## src/rtl/tile_ni_pkg.sv

```systemverilog
package tile_ni_pkg;
  typedef enum logic [1:0] {
    FT_IDLE = 2'b00,
    FT_HEAD = 2'b01,
    FT_BODY = 2'b10,
    FT_TAIL = 2'b11
  } flit_type_e;

  localparam logic [1:0] HOP_STRAIGHT = 2'b00;
  localparam logic [1:0] HOP_LEFT     = 2'b01;
  localparam logic [1:0] HOP_RIGHT    = 2'b10;
  localparam logic [1:0] HOP_EXTRACT  = 2'b11;

  localparam logic [3:0] SIZE_MAX = 4'd8;

  // position of a node index on the physical ring 0,2,3,1
  function automatic logic [1:0] ring_pos(input logic [1:0] idx);
    case (idx)
      2'd0:    ring_pos = 2'd0;
      2'd2:    ring_pos = 2'd1;
      2'd3:    ring_pos = 2'd2;
      default: ring_pos = 2'd3;
    endcase
  endfunction
endpackage

```

## src/rtl/ni_route_gen.sv

```systemverilog
module ni_route_gen
  import tile_ni_pkg::*;
#(
  parameter int MY_X = 0,
  parameter int MY_Y = 0,
  parameter int HOPS = 8
) (
  input  logic [1:0]        dst_x_i,
  input  logic [1:0]        dst_y_i,
  output logic [2*HOPS-1:0] route_o
);
  localparam logic [1:0] SRC_X = 2'(MY_X);
  localparam logic [1:0] SRC_Y = 2'(MY_Y);

  logic [1:0] dx, dy, nx, ny, turn;
  logic       negx, negy;

  always_comb begin
    dx   = ring_pos(dst_x_i) - ring_pos(SRC_X);
    dy   = ring_pos(dst_y_i) - ring_pos(SRC_Y);
    negx = (dx == 2'd3);
    negy = (dy == 2'd3);
    nx   = negx ? 2'd1 : dx;
    ny   = negy ? 2'd1 : dy;
    turn = (negx == negy) ? HOP_LEFT : HOP_RIGHT;
    route_o = '0;
    for (int i = 0; i < HOPS; i++) begin
      if (i < int'(nx))
        route_o[2*i +: 2] = HOP_STRAIGHT;
      else if (i < int'(nx) + int'(ny))
        route_o[2*i +: 2] = (i == int'(nx) && nx != 2'd0) ? turn : HOP_STRAIGHT;
      else
        route_o[2*i +: 2] = HOP_EXTRACT;
    end
  end
endmodule

```

## src/rtl/ni_vc_onehot.sv

```systemverilog
module ni_vc_onehot #(
  parameter int NUM_VC = 8,
  localparam int VC_W  = $clog2(NUM_VC)
) (
  input  logic              en_i,
  input  logic [VC_W-1:0]   vc_i,
  output logic [NUM_VC-1:0] oh_o
);
  for (genvar g = 0; g < NUM_VC; g++) begin : g_bit
    assign oh_o[g] = en_i && (vc_i == VC_W'(g));
  end
endmodule

```

## src/rtl/ni_flit_seq.sv

```systemverilog
module ni_flit_seq
  import tile_ni_pkg::*;
#(
  parameter int NUM_VC  = 8,
  parameter int DATA_W  = 32,
  parameter int LEN_W   = 4,
  parameter int ROUTE_W = 16,
  localparam int VC_W   = $clog2(NUM_VC)
) (
  input  logic               clk_i,
  input  logic               rst_ni,
  input  logic               start_i,
  input  logic [3:0]         size_i,
  input  logic [ROUTE_W-1:0] route_i,
  input  logic [VC_W-1:0]    vc_i,
  input  logic [LEN_W-1:0]   len_i,
  input  logic [DATA_W-1:0]  pay_data_i,
  input  logic [NUM_VC-1:0]  vc_ready_i,
  output flit_type_e         type_o,
  output logic [3:0]         size_o,
  output logic [ROUTE_W-1:0] route_o,
  output logic [VC_W-1:0]    vc_o,
  output logic [DATA_W-1:0]  data_o,
  output logic               pay_take_o
);
  flit_type_e         type_q;
  logic [3:0]         size_q;
  logic [ROUTE_W-1:0] route_q;
  logic [VC_W-1:0]    vc_q;
  logic [DATA_W-1:0]  data_q;
  logic [LEN_W-1:0]   left_q;
  logic               go;

  assign go         = (type_q != FT_IDLE) && vc_ready_i[vc_q];
  assign pay_take_o = go && (left_q != '0);

  always_ff @(posedge clk_i or negedge rst_ni) begin
    if (!rst_ni) begin
      type_q  <= FT_IDLE;
      size_q  <= '0;
      route_q <= '0;
      vc_q    <= '0;
      data_q  <= '0;
      left_q  <= '0;
    end else if (start_i) begin
      type_q  <= FT_HEAD;
      size_q  <= size_i;
      route_q <= route_i;
      vc_q    <= vc_i;
      data_q  <= '0;
      left_q  <= len_i;
    end else if (go) begin
      if (left_q != '0) begin
        type_q <= (left_q == LEN_W'(1)) ? FT_TAIL : FT_BODY;
        data_q <= pay_data_i;
        left_q <= left_q - LEN_W'(1);
      end else begin
        type_q  <= FT_IDLE;
        size_q  <= '0;
        route_q <= '0;
        vc_q    <= '0;
        data_q  <= '0;
      end
    end
  end

  assign type_o  = type_q;
  assign size_o  = size_q;
  assign route_o = route_q;
  assign vc_o    = vc_q;
  assign data_o  = data_q;

  a_r3_hold_stalled: assert property (@(posedge clk_i) disable iff (!rst_ni)
    (type_q != FT_IDLE && !vc_ready_i[vc_q]) |=>
      ($stable(type_q) && $stable(data_q) && $stable(route_q) &&
       $stable(size_q) && $stable(vc_q)));

  a_r2_tail_to_idle: assert property (@(posedge clk_i) disable iff (!rst_ni)
    (type_q == FT_TAIL && vc_ready_i[vc_q]) |=> type_q == FT_IDLE);

  a_r2_head_then_payload: assert property (@(posedge clk_i) disable iff (!rst_ni)
    (type_q == FT_HEAD && vc_ready_i[vc_q]) |=> (type_q == FT_BODY || type_q == FT_TAIL));

  a_r9_take_loads_word: assert property (@(posedge clk_i) disable iff (!rst_ni)
    pay_take_o |=> (data_q == $past(pay_data_i)));
endmodule

```

## src/rtl/tile_ni_pkt.sv

```systemverilog
module tile_ni_pkt
  import tile_ni_pkg::*;
#(
  parameter int MY_X   = 0,
  parameter int MY_Y   = 0,
  parameter int NUM_VC = 8,
  parameter int DATA_W = 32,
  parameter int LEN_W  = 4,
  localparam int VC_W  = $clog2(NUM_VC),
  localparam int HOPS  = 8,
  localparam int ROUTE_W = 2 * HOPS
) (
  input  logic               clk_i,
  input  logic               rst_ni,
  input  logic               req_valid_i,
  output logic               req_ready_o,
  input  logic [1:0]         req_dst_x_i,
  input  logic [1:0]         req_dst_y_i,
  input  logic [VC_W-1:0]    req_vc_i,
  input  logic [3:0]         req_size_i,
  input  logic [LEN_W-1:0]   req_len_i,
  input  logic [DATA_W-1:0]  pay_data_i,
  output logic               pay_take_o,
  output logic               err_o,
  input  logic [NUM_VC-1:0]  vc_ready_i,
  output logic [1:0]         flit_type_o,
  output logic [3:0]         flit_size_o,
  output logic [NUM_VC-1:0]  flit_vc_o,
  output logic [ROUTE_W-1:0] flit_route_o,
  output logic [DATA_W-1:0]  flit_data_o
);
  flit_type_e         cur_type;
  logic [ROUTE_W-1:0] new_route;
  logic [VC_W-1:0]    cur_vc;
  logic               accept, bad_req, start, err_q;

  assign req_ready_o = (cur_type == FT_IDLE);
  assign accept      = req_valid_i && req_ready_o;
  assign bad_req     = (req_size_i > SIZE_MAX) || (req_len_i == '0);
  assign start       = accept && !bad_req;

  always_ff @(posedge clk_i or negedge rst_ni) begin
    if (!rst_ni) err_q <= 1'b0;
    else         err_q <= accept && bad_req;
  end
  assign err_o = err_q;

  ni_route_gen #(.MY_X(MY_X), .MY_Y(MY_Y), .HOPS(HOPS)) u_route (
    .dst_x_i (req_dst_x_i),
    .dst_y_i (req_dst_y_i),
    .route_o (new_route)
  );

  ni_flit_seq #(.NUM_VC(NUM_VC), .DATA_W(DATA_W), .LEN_W(LEN_W), .ROUTE_W(ROUTE_W)) u_seq (
    .clk_i      (clk_i),
    .rst_ni     (rst_ni),
    .start_i    (start),
    .size_i     (req_size_i),
    .route_i    (new_route),
    .vc_i       (req_vc_i),
    .len_i      (req_len_i),
    .pay_data_i (pay_data_i),
    .vc_ready_i (vc_ready_i),
    .type_o     (cur_type),
    .size_o     (flit_size_o),
    .route_o    (flit_route_o),
    .vc_o       (cur_vc),
    .data_o     (flit_data_o),
    .pay_take_o (pay_take_o)
  );

  ni_vc_onehot #(.NUM_VC(NUM_VC)) u_vc (
    .en_i (cur_type != FT_IDLE),
    .vc_i (cur_vc),
    .oh_o (flit_vc_o)
  );

  assign flit_type_o = cur_type;

  a_r4_vc_onehot: assert property (@(posedge clk_i) disable iff (!rst_ni)
    (flit_type_o != 2'b00) |-> ($countones(flit_vc_o) == 1));

  a_r1_idle_fields_zero: assert property (@(posedge clk_i) disable iff (!rst_ni)
    (flit_type_o == 2'b00) |-> (flit_vc_o == '0 && flit_route_o == '0 && flit_size_o == '0));

  a_r8_err_no_packet: assert property (@(posedge clk_i) disable iff (!rst_ni)
    err_o |-> (flit_type_o == 2'b00 && req_ready_o));

  a_r7_route_ends_extract: assert property (@(posedge clk_i) disable iff (!rst_ni)
    (flit_type_o == 2'b01) |-> (flit_route_o[ROUTE_W-1 -: 2] == HOP_EXTRACT));

  a_r10_busy_not_ready: assert property (@(posedge clk_i) disable iff (!rst_ni)
    (flit_type_o != 2'b00) |-> !req_ready_o);
endmodule

```

## config.mk

```make
export PLATFORM = sky130hd
export DESIGN_NAME = tile_ni_pkt
export DESIGN_NICKNAME = d
export VERILOG_FILES = /design/src/rtl/tile_ni_pkg.sv /design/src/rtl/ni_route_gen.sv /design/src/rtl/ni_vc_onehot.sv /design/src/rtl/ni_flit_seq.sv /design/src/rtl/tile_ni_pkt.sv
export SDC_FILE = /design/constraint.sdc
export NUM_CORES = 1
export LEC_CHECK = 0
export ABC_AREA = 1
export BUFFER_PORTS_ARGS = -buffer_cell sky130_fd_sc_hd__buf_2
export CORE_MARGIN = 8
export CORE_UTILIZATION = 40
export CTS_BUF_LIST = sky130_fd_sc_hd__clkbuf_4 sky130_fd_sc_hd__clkbuf_8 sky130_fd_sc_hd__clkbuf_16
export CTS_CLUSTER_DIAMETER = 80
export CTS_CLUSTER_SIZE = 10
export DETAILED_ROUTE_END_ITERATION = 10
export PLACE_DENSITY = 0.69
export SLEW_MARGIN = 40
export SYNTH_ARGS = -nofsm -noshare
export SYNTH_HDL_FRONTEND = slang
export SYNTH_SLANG_ARGS = --single-unit
```

## constraint.sdc

```tcl
create_clock -name clk_i -period 1.7 [get_ports clk_i]
set_input_delay 0.085 -clock clk_i [delete_from_list [all_inputs] [get_ports clk_i]]
set_output_delay 0.085 -clock clk_i [all_outputs]
set_load 0.05 [all_outputs]
```

# After elaboration in Yosys (flattened, before gate mapping)

Index checks and enable logic that the tools add are counted.

Equal/unequal tests: 19
Multiplexer cells: 41
Magnitude comparators: 13
Reductions and logical operators: 32
Add/subtract/negate cells: 2

Operator list:

| kind                                                        | count |
|---|---|
| less-than comparator 4 x 32 -> 1 bit (first input constant) | 4 |
| two-way mux 32 bit                                          | 3 |
| less-than comparator 3 x 32 -> 1 bit (first input constant) | 2 |
| two-way mux 16 bit                                          | 3 |
| two-way mux 2 bit                                           | 21 |
| less-than comparator 1 x 32 -> 1 bit (first input constant) | 1 |
| less-than comparator 2 x 32 -> 1 bit (first input constant) | 1 |
| two-way mux 4 bit                                           | 6 |
| logical AND 1 bit                                           | 17 |
| equality test 2 bit (second input constant)                 | 6 |
| equality test 3 bit (second input constant)                 | 4 |
| case mux 2 bit (3 select lines)                             | 2 |
| two-way mux 3 bit                                           | 3 |
| logical NOT 2 bit                                           | 4 |
| nonzero test 2 bit                                          | 4 |
| equality test 3 x 2 -> 1 bit (second input constant)        | 2 |
| equality test 2 bit (first input constant)                  | 2 |
| equality test 4 x 1 -> 1 bit (second input constant)        | 1 |
| > comparator 4 bit (second input constant)                  | 1 |
| logical NOT 4 bit                                           | 1 |
| less-than comparator 1 x 2 -> 1 bit (first input constant)  | 2 |
| less-than comparator 3 x 4 -> 1 bit (second input constant) | 1 |
| AND reduction 2 bit                                         | 2 |
| nonzero test 4 bit                                          | 1 |
| other kinds (12)                                            | 13 |

Bits in registers: 62
Input bits: 58
Word-level logic and storage cells: 114
Output and inout port bits: 65

# Longest topological paths before layout

Gate-level depths: netlist of the first run.

Depth after elaboration: 10
Depth in mapped cells: 13
Gate-level depth less buffers: 11

# By module

From an unflattened synthesis of the first run, not the netlist that was laid out.

Cells, all modules: 391
Area total of the unflattened synthesis: 3,143.0 um^2

By module, submodules not included:

| module       | seq. area each (um^2) | instances | area an instance (um^2) | cells an instance |
|---|---|---|---|---|
| ni_flit_seq  | 1,526.5               | 1         | 2,693.8                 | 316 |
| ni_route_gen | 0.0                   | 1         | 289.0                   | 44 |
| tile_ni_pkt  | 25.0                  | 1         | 96.3                    | 14 |
| ni_vc_onehot | 0.0                   | 1         | 63.8                    | 17 |

# Least setup slack after synthesis of the first run

No wires, ideal clock.

Path kind: reg-to-reg
Start: register u_seq.type_q[1] (netlist: u_seq.type_o[1])
End: register u_seq.route_q[9] (netlist: u_seq.route_o[9])
Buffers on the path: 1
Clock period less this slack: 1,921 ps
Library setup time: 120 ps
Stages on the path, launching flop included: 10
Path slack: -221 ps
Data required time: 1,580 ps
Data arrival time: 1,800 ps
Cells stage by stage: dfrtp_1 nor2_4 inv_2 nor2_8 nand3_4 nand3_4 nand2_4 buf_6 nand2_1 nand2_1

Word-level cells in the longest chain between the ends: 5
Elaborated cells on any way between the ends: 9
Those cells by class: eq/ne: 1; mux: 1; reduce/logical: 7

RTL lines:

| what                                                                        | line              | RTL |
|---|---|---|
| from (decl)                                                                 | ni_flit_seq.sv:26 | `flit_type_e type_q;` |
| from (signal assigned)                                                      | ni_flit_seq.sv:54 | `type_q <= (left_q == LEN_W'(1)) ? FT_TAIL : FT_BODY;` |
| logical NOT 2 bit *                                                         | tile_ni_pkt.sv:37 | `assign req_ready_o = (cur_type == FT_IDLE);` |
| via req_ready_o                                                             | tile_ni_pkt.sv:16 | `output logic req_ready_o,` |
| logical AND 1 bit *                                                         | tile_ni_pkt.sv:38 | `assign accept = req_valid_i && req_ready_o;` |
| logical AND 1 bit *                                                         | tile_ni_pkt.sv:40 | `assign start = accept && !bad_req;` |
| != test 2 bit (no source line) / nonzero test 2 bit (equally long branches) | -                 |  |
| AND reduction 2 bit (no source line)                                        | -                 |  |
| to (signal assigned)                                                        | ni_flit_seq.sv:48 | `route_q <= route_i;` |
| to (decl)                                                                   | ni_flit_seq.sv:28 | `logic [ROUTE_W-1:0] route_q;` |

Mark *: on every way through the listed nets, which the timed path passes. The rest lies on a longest branch.
A chain may end at the register's enable or synchronous reset.

# Worst setup path in the final report of the first run

Start: register u_seq.left_q[1]
End: output port pay_take_o

Word-level cells in the longest chain between the ends: 2

RTL lines:

| what                   | line              | RTL |
|---|---|---|
| from (decl)            | ni_flit_seq.sv:31 | `logic [LEN_W-1:0] left_q;` |
| from (signal assigned) | ni_flit_seq.sv:51 | `left_q <= len_i;` |
| from (signal assigned) | ni_flit_seq.sv:56 | `left_q <= left_q - LEN_W'(1);` |
| nonzero test 4 bit     | ni_flit_seq.sv:35 | `assign pay_take_o = go && (left_q != '0);` |
| logical AND 1 bit      | ni_flit_seq.sv:35 |  |
| to (decl)              | tile_ni_pkt.sv:23 | `output logic pay_take_o,` |

Every way passes these cells.

==> results of run 1 <==
## sequential cells by signal (all words and copies together) (netlist names)
name,flops
err_o,1
u_seq.data_o,32
u_seq.left_q,4
u_seq.route_o,11
u_seq.size_o,4
u_seq.type_o,2
u_seq.vc_o,3
## cells in the final DEF, fill, tap and decap left out, drive strengths merged, types with 6 or more instances in the layout
| cell | count |
|---|---|
| buf | 148 |
| clkbuf | 12 |
| dfrtp | 57 |
| dlygate4sd3 | 40 |
| ha | 8 |
| inv | 29 |
| nand2 | 196 |
| nand3 | 15 |
| nand4 | 6 |
| nor2 | 16 |
| o21ai | 8 |
## per-layer routing
metal,wire [um],vias up,share of wire,track usage
met5,0,-,0,0
met4,301,0,0.038,0.0988
met3,501,26,0.063,0.0387
met2,4050,98,0.51,0.274
met1,3130,1276,0.39,0.183
li1,-,1455,-,-
## how the worst min path moves through the flow
stage / cells past startpoint / slack (ps) / from / endpoint
final: 5 / 180 / req_len_i[0] / u_seq.left_q[0]$_DFFE_PN0P_
after global routing: 5 / 210 / req_len_i[1] / u_seq.left_q[1]$_DFFE_PN0P_
after CTS: 5 / 170 / req_len_i[0] / u_seq.left_q[0]$_DFFE_PN0P_
after detailed placement: 1 / 50 / rst_ni / u_seq.route_o[11]$_DFFE_PN0P_
after global placement: 1 / 50 / rst_ni / u_seq.route_o[13]$_DFFE_PN0P_
after floorplan: 0 / -210 / rst_ni / err_o$_DFF_PN0_
## cell type report
type / count / area (sq um) / area share
clock inverters: 4 / 98.8 / 0.0226
repair buffers: 188 / 1230 / 0.281
flip-flops and latches: 57 / 1430 / 0.327
inverters: 29 / 121 / 0.0278
clock buffers: 12 / 159 / 0.0364
multi-input cells: 257 / 1210 / 0.276
well taps: 99 / 124 / 0.0284
## cell families (layout without fill, tap and decap cells)
group,count (synthesis),count (layout)
DFF,57,57
xor gates and xnor gates,1,1
adders and majority gates,9,9
AOI/OAI and AO/OA,12,12
and+or+nand+nor,235,235
buffers and inverters,44,233
## critical path, stage by stage (launching register included)
cell and delay (ps):
dfrtp_1 390, inv_2 100, ha_4 140, inv_2 50, nor3_4 200, inv_2 70
nand2_4 90, inv_6 50, buf_8 140
## power groups by stage
stage	registers [W]	logic, W	clock network (W)
after floorplan	0.00381	0.00247	0
after global placement	0.00227	0.00490	0
after detailed placement	0.00228	0.00498	0
after CTS	0.00227	0.00519	0.00164
after global routing	0.00236	0.00587	0.00170
final	0.00228	0.00538	0.00160
## repair_timing
item	in CTS	in global routing
resized for setup	10	7
hold endpoints to repair	56	0
hold buffers	40	0
buffers inserted	3	11
endpoints found under the setup margin	1	29
pin swaps	1	7
## per-stage QoR
stage	hold WS (ps)	utilization	total power [W]
after floorplan	-211	-	0.00628
after global placement	46.3	0.501	0.00717
after detailed placement	48.8	0.501	0.00726
after CTS	165	0.601	0.00911
after global routing	207	0.615	0.00993
final	184	0.615	0.00927
==> impl_metrics.env, run 1 <==
export IMPL_r2r_cells=11
export IMPL_antenna_found_initial=0
export IMPL_power_share_clock=0.173
export IMPL_cts_sinks=57
export IMPL_drtAntennaViolNets=0
export IMPL_yosys_register_bits=57
export IMPL_cp_end_kind="output port"
export IMPL_row_count=31
export IMPL_fp_coreArea_sq_um=7100
export IMPL_netlist_area_sq_um=2860
export IMPL_intPower_w=0.00450
export IMPL_insertion_delay_ps=330
export IMPL_muxShareOfSynthArea=0
export IMPL_switching_share=0.514
export IMPL_finClkSkew_ps=5.93
export IMPL_p_comb_frac=0.581
export IMPL_portBuffers=122
export IMPL_synth_compound_area_share=0.0219
export IMPL_hold_class="primary input to register"
export IMPL_rrSetupSlack_ps=100
export IMPL_totalWireLength_mm=7.98
export IMPL_p_switching_w=0.00476
export IMPL_place_area_sq_um=3550
export IMPL_firstDrtPassIters=4
export IMPL_dpl_hpwl_mm=5.51
export IMPL_gp_congestion=0.822
export IMPL_io_pins=123
export IMPL_min_period_ps=1640
export IMPL_synthFlopType="dfrtp_1"
export IMPL_fin_ws_ps=59.1
export IMPL_crit_fanout=4
export IMPL_maxSlewHeadroom=0.699
export IMPL_numCtsBuffers=9
export IMPL_yosysMostFrequentCell="nand2_1"
export IMPL_viasPerCell=4.42
export IMPL_maxCapViolations=0
export IMPL_critical_path_required_ps=1620
export IMPL_synth_top_area_cell="dfrtp_1"
export IMPL_start_util=0.402
export IMPL_grt_pass1_wl_mm=13.2
export IMPL_crit_start="u_seq.left_q[1]$_DFFE_PN0P_"
export IMPL_synthTopCellsByArea="dfrtp_1, nand2_1, ha_1"
export IMPL_clk_pin_slew_worst_paths_ps=60
export IMPL_finalNonFillerCells=646
export IMPL_die_w_um=100
export IMPL_crit_type="register to output port"
export IMPL_synth_top_cells_by_count="nand2_1, dfrtp_1, inv_1"
export IMPL_crit_arrival_ps=1560
export IMPL_worstReg2RegEnd="u_seq.data_o[24]$_DFFE_PN0P_"
export IMPL_dp_cells=576
export IMPL_ir_worst_vdd_mv=1.26
export IMPL_hold_viol=0
export IMPL_areaGrowthSynthToFinish_pct=53.0
export IMPL_yosys_area_share_simple=0.344
export IMPL_report_final_slew_viol_count=0
export IMPL_via_count=2855
export IMPL_drt_iter0_markers=82
export IMPL_synthAdderAreaFrac=0.0421
export IMPL_fmax_ghz=0.609
export IMPL_route_detailed_drc=0
export IMPL_overflow=0
export IMPL_cts_tree="built"
export IMPL_final_setup_viol_count=0
export IMPL_dp_slack_ps=-105
export IMPL_clockBufferDepth=2
export IMPL_async_flop_share=1.00
export IMPL_period_share=0.965
export IMPL_synth_seq_area_share=0.500
export IMPL_design_area_sq_um=4370
export IMPL_synth_edf_count=0
export IMPL_tightest_slew_ps=452
export IMPL_crit_path_end="pay_take_o"
export IMPL_synth_top_family_by_area="simple AND/OR/NAND/NOR gates"
export IMPL_syn_inst=358
export IMPL_dieArea_sq_um=10100
export IMPL_nNetsFinal=609
export IMPL_r2r_start="u_seq.left_q[1]$_DFFE_PN0P_"
export IMPL_die_h_um=100
export IMPL_tns_ps=0
export IMPL_synth_nets=425
export IMPL_drive_gt1_frac=0.342
export IMPL_num_fill_cells=636
export IMPL_grt_max_degree=36
export IMPL_cts_max_level=3
export IMPL_wl_per_cell_um=12.4
export IMPL_sequentialPowerShare=0.246
export IMPL_ys_warn_count=0
export IMPL_synth_distinct_cells=24
export IMPL_status="finished clean"
export IMPL_synth_xor_area_frac=0.00307
export IMPL_leakagePower_nw=2.57
export IMPL_diodes=0
export IMPL_grt_pass1_vias=2871
export IMPL_syn_area_per_cell_sq_um=7.98
export IMPL_cts_root_buffer="clkbuf_8"
export IMPL_power_density_nw_per_um2=2120
export IMPL_yosysTopAreaCellShare=0.500
export IMPL_crit_path_start_kind="register"
export IMPL_grt_total_usage=0.163
No activity file was read; power rests on OpenSTA's default activity.
==> inputs of run 2 (changes only) <==
- CORE_UTILIZATION: 40 -> 35
- PLACE_DENSITY: 0.69 -> unset
==> impl_metrics.env, run 2 (same netlist as run 1, synthesis figures left out) <==
export IMPL_clockBufferDepth=2
export IMPL_row_count=33
export IMPL_wl_per_cell_um=12.5
export IMPL_drive_gt1_frac=0.340
export IMPL_grt_max_degree=58
export IMPL_gr_usage_met2=0.256
export IMPL_regArea_sq_um=1430
export IMPL_cts_max_level=3
export IMPL_dpl_hpwl_mm=5.60
export IMPL_crit_type="register to output port"
export IMPL_multi_input_area_sq_um=1210
export IMPL_insertion_delay_ps=340
export IMPL_die_h_um=106
export IMPL_tightest_slew_ps=307
export IMPL_dieArea_sq_um=11300
export IMPL_grt_total_usage=0.147
export IMPL_r2r_start="u_seq.vc_o[0]$_DFFE_PN0P_"
export IMPL_grt_pass1_wl_mm=13.5
export IMPL_r2r_cells=13
export IMPL_power_w=0.00893
export IMPL_final_setup_viol_count=0
export IMPL_fp_coreArea_sq_um=8050
export IMPL_antenna_found_initial=0
export IMPL_hold_ws_ps=178
export IMPL_use_met3=0.0339
export IMPL_min_period_ps=1630
export IMPL_grtUsageMet1=0.167
export IMPL_whs_endpoint="u_seq.left_q[3]$_DFFE_PN0P_"
export IMPL_num_fill_cells=791
export IMPL_final_cell_mix="nand2_1, buf_2, dfrtp_1"
export IMPL_report_final_slew_viol_count=0
export IMPL_maxSlewHeadroom=0.795
export IMPL_finClkSkew_ps=12.9
export IMPL_period_share=0.961
export IMPL_grt_pass1_vias=2837
export IMPL_worstReg2RegEnd="u_seq.data_o[29]$_DFFE_PN0P_"
export IMPL_overflow=0
export IMPL_hold_viol=0
export IMPL_crit_start="u_seq.vc_o[0]$_DFFE_PN0P_"
export IMPL_start_util=0.355
export IMPL_layout_commonest_cell="nand2_1"
export IMPL_drt_iter0_markers=105
export IMPL_hp_start="req_len_i[3]"
export IMPL_die_w_um=106
export IMPL_nNetsFinal=606
export IMPL_gp_congestion=0.789
export IMPL_crit_path_start_kind="register"
export IMPL_portBuffers=122
export IMPL_cts_root_buffer="clkbuf_8"
export IMPL_cts_tree="built"
export IMPL_drtAntennaViolNets=0
export IMPL_route_detailed_drc=0
export IMPL_via_count=2820
export IMPL_leakagePower_nw=2.53
export IMPL_fmax_ghz=0.612
export IMPL_viasPerCell=4.35
export IMPL_power_density_nw_per_um2=2070
export IMPL_io_pins=123
export IMPL_critical_path_required_ps=1620
export IMPL_fin_util=0.536
export IMPL_firstDrtPassIters=5
export IMPL_numCtsBuffers=9
export IMPL_diodes=0
export IMPL_ir_worst_vdd_mv=1.07
export IMPL_rsz0062_at_grt="true"
export IMPL_hold_depth=5
export IMPL_cts_sinks=57
export IMPL_hold_class="primary input to register"
export IMPL_clk_pin_slew_worst_paths_ps=60
export IMPL_maxCapViolations=0
export IMPL_crit_fanout=8
export IMPL_rrSetupSlack_ps=110
export IMPL_areaGrowthSynthToFinish_pct=51.2
export IMPL_status="finished clean"
export IMPL_top_usage_layer="met2"
export IMPL_totalWireLength_mm=8.09
export IMPL_largest_reg_flops=32
export IMPL_crit_arrival_ps=1550
export IMPL_cp_end_kind="output port"
-- run 2: cell count changes in the layout (fill, tap and decap cells not counted) --
| cell | previous run | this run |
|---|---|---|
| buf_12 | 1 | 2 |
| inv_4 | 1 | 2 |
| clkinvlp_4 | 0 | 1 |
| nand2_2 | 3 | 4 |
| buf_4 | 25 | 21 |
| bufinv_16 | 3 | 1 |
| inv_6 | 2 | 1 |
| nand2_1 | 191 | 190 |
| clkinv_2 | 0 | 1 |
-- run 2: how the worst max path moves through the flow --
stage | to | slack (ps) | cells past startpoint
after CTS | pay_take_o | 3 | 8
after detailed placement | u_seq.route_o[5]$_DFFE_PN0P_ | -130 | 10
final | pay_take_o | 70 | 10
after global placement | u_seq.route_o[5]$_DFFE_PN0P_ | -60 | 10
after floorplan | u_seq.route_o[9]$_DFFE_PN0P_ | -90 | 9
after global routing | pay_take_o | -40 | 10
-- run 2: per-layer routing --
| layer | routed length [um] | share of wire |
|---|---|---|
| met3 | 348 | 0.043 |
| met1 | 3370 | 0.42 |
| met2 | 4250 | 0.53 |
| met4 | 122 | 0.015 |
| met5 | 0 | 0 |
-- run 2: final cells by class --
cell class | instances | share of cell area
clock buffer | 12 | 0.0368
sequential | 57 | 0.331
inverter | 29 | 0.0275
tap | 105 | 0.0304
timing repair buffer | 185 | 0.282
clock inverter | 4 | 0.0119
multi-input combinational | 257 | 0.280
-- run 2: report_power, final --
part	total, W	switching [W]	leakage, nW	internal, W
Combinational	0.00532	0.00387	1.71	0.00145
Sequential	0.00229	0.000370	0.718	0.00192
Clock	0.00132	0.000545	0.106	0.000773
Total	0.00893	0.00478	2.53	0.00415
-- run 2: repair_timing --
item / CTS / global route
hold buffers: 40 / 0
buffers inserted: 4 / 6
resized for setup: 10 / 7
endpoints found under the setup margin: 1 / 54
endpoints found under the hold margin: 96 / 0
gates cloned: 0 / 0
pin swaps: 3 / 3
-- run 2: stage by stage --
step                      setup slack, ps  setup TNS (ps)  instances  instance area, sq um
after floorplan                     -90.0           -2690        358                  2860
after detailed placement             -126            -348        583                  3580
after CTS                            2.91               0        643                  4250
after global placement              -61.1            -122        583                  3580
final                                66.6               0        649                  4320
after global routing                -35.6           -89.4        649                  4320
-- run 2: critical path, stage by stage, from the launching register on --
cell	delay [ps]
dfrtp_2	460
inv_4	100
nand2_1	50
nand2_1	50
nand2_1	50
nand2_1	80
nand2_2	80
nand2_2	100
nand2_4	60
inv_4	60
buf_8	130
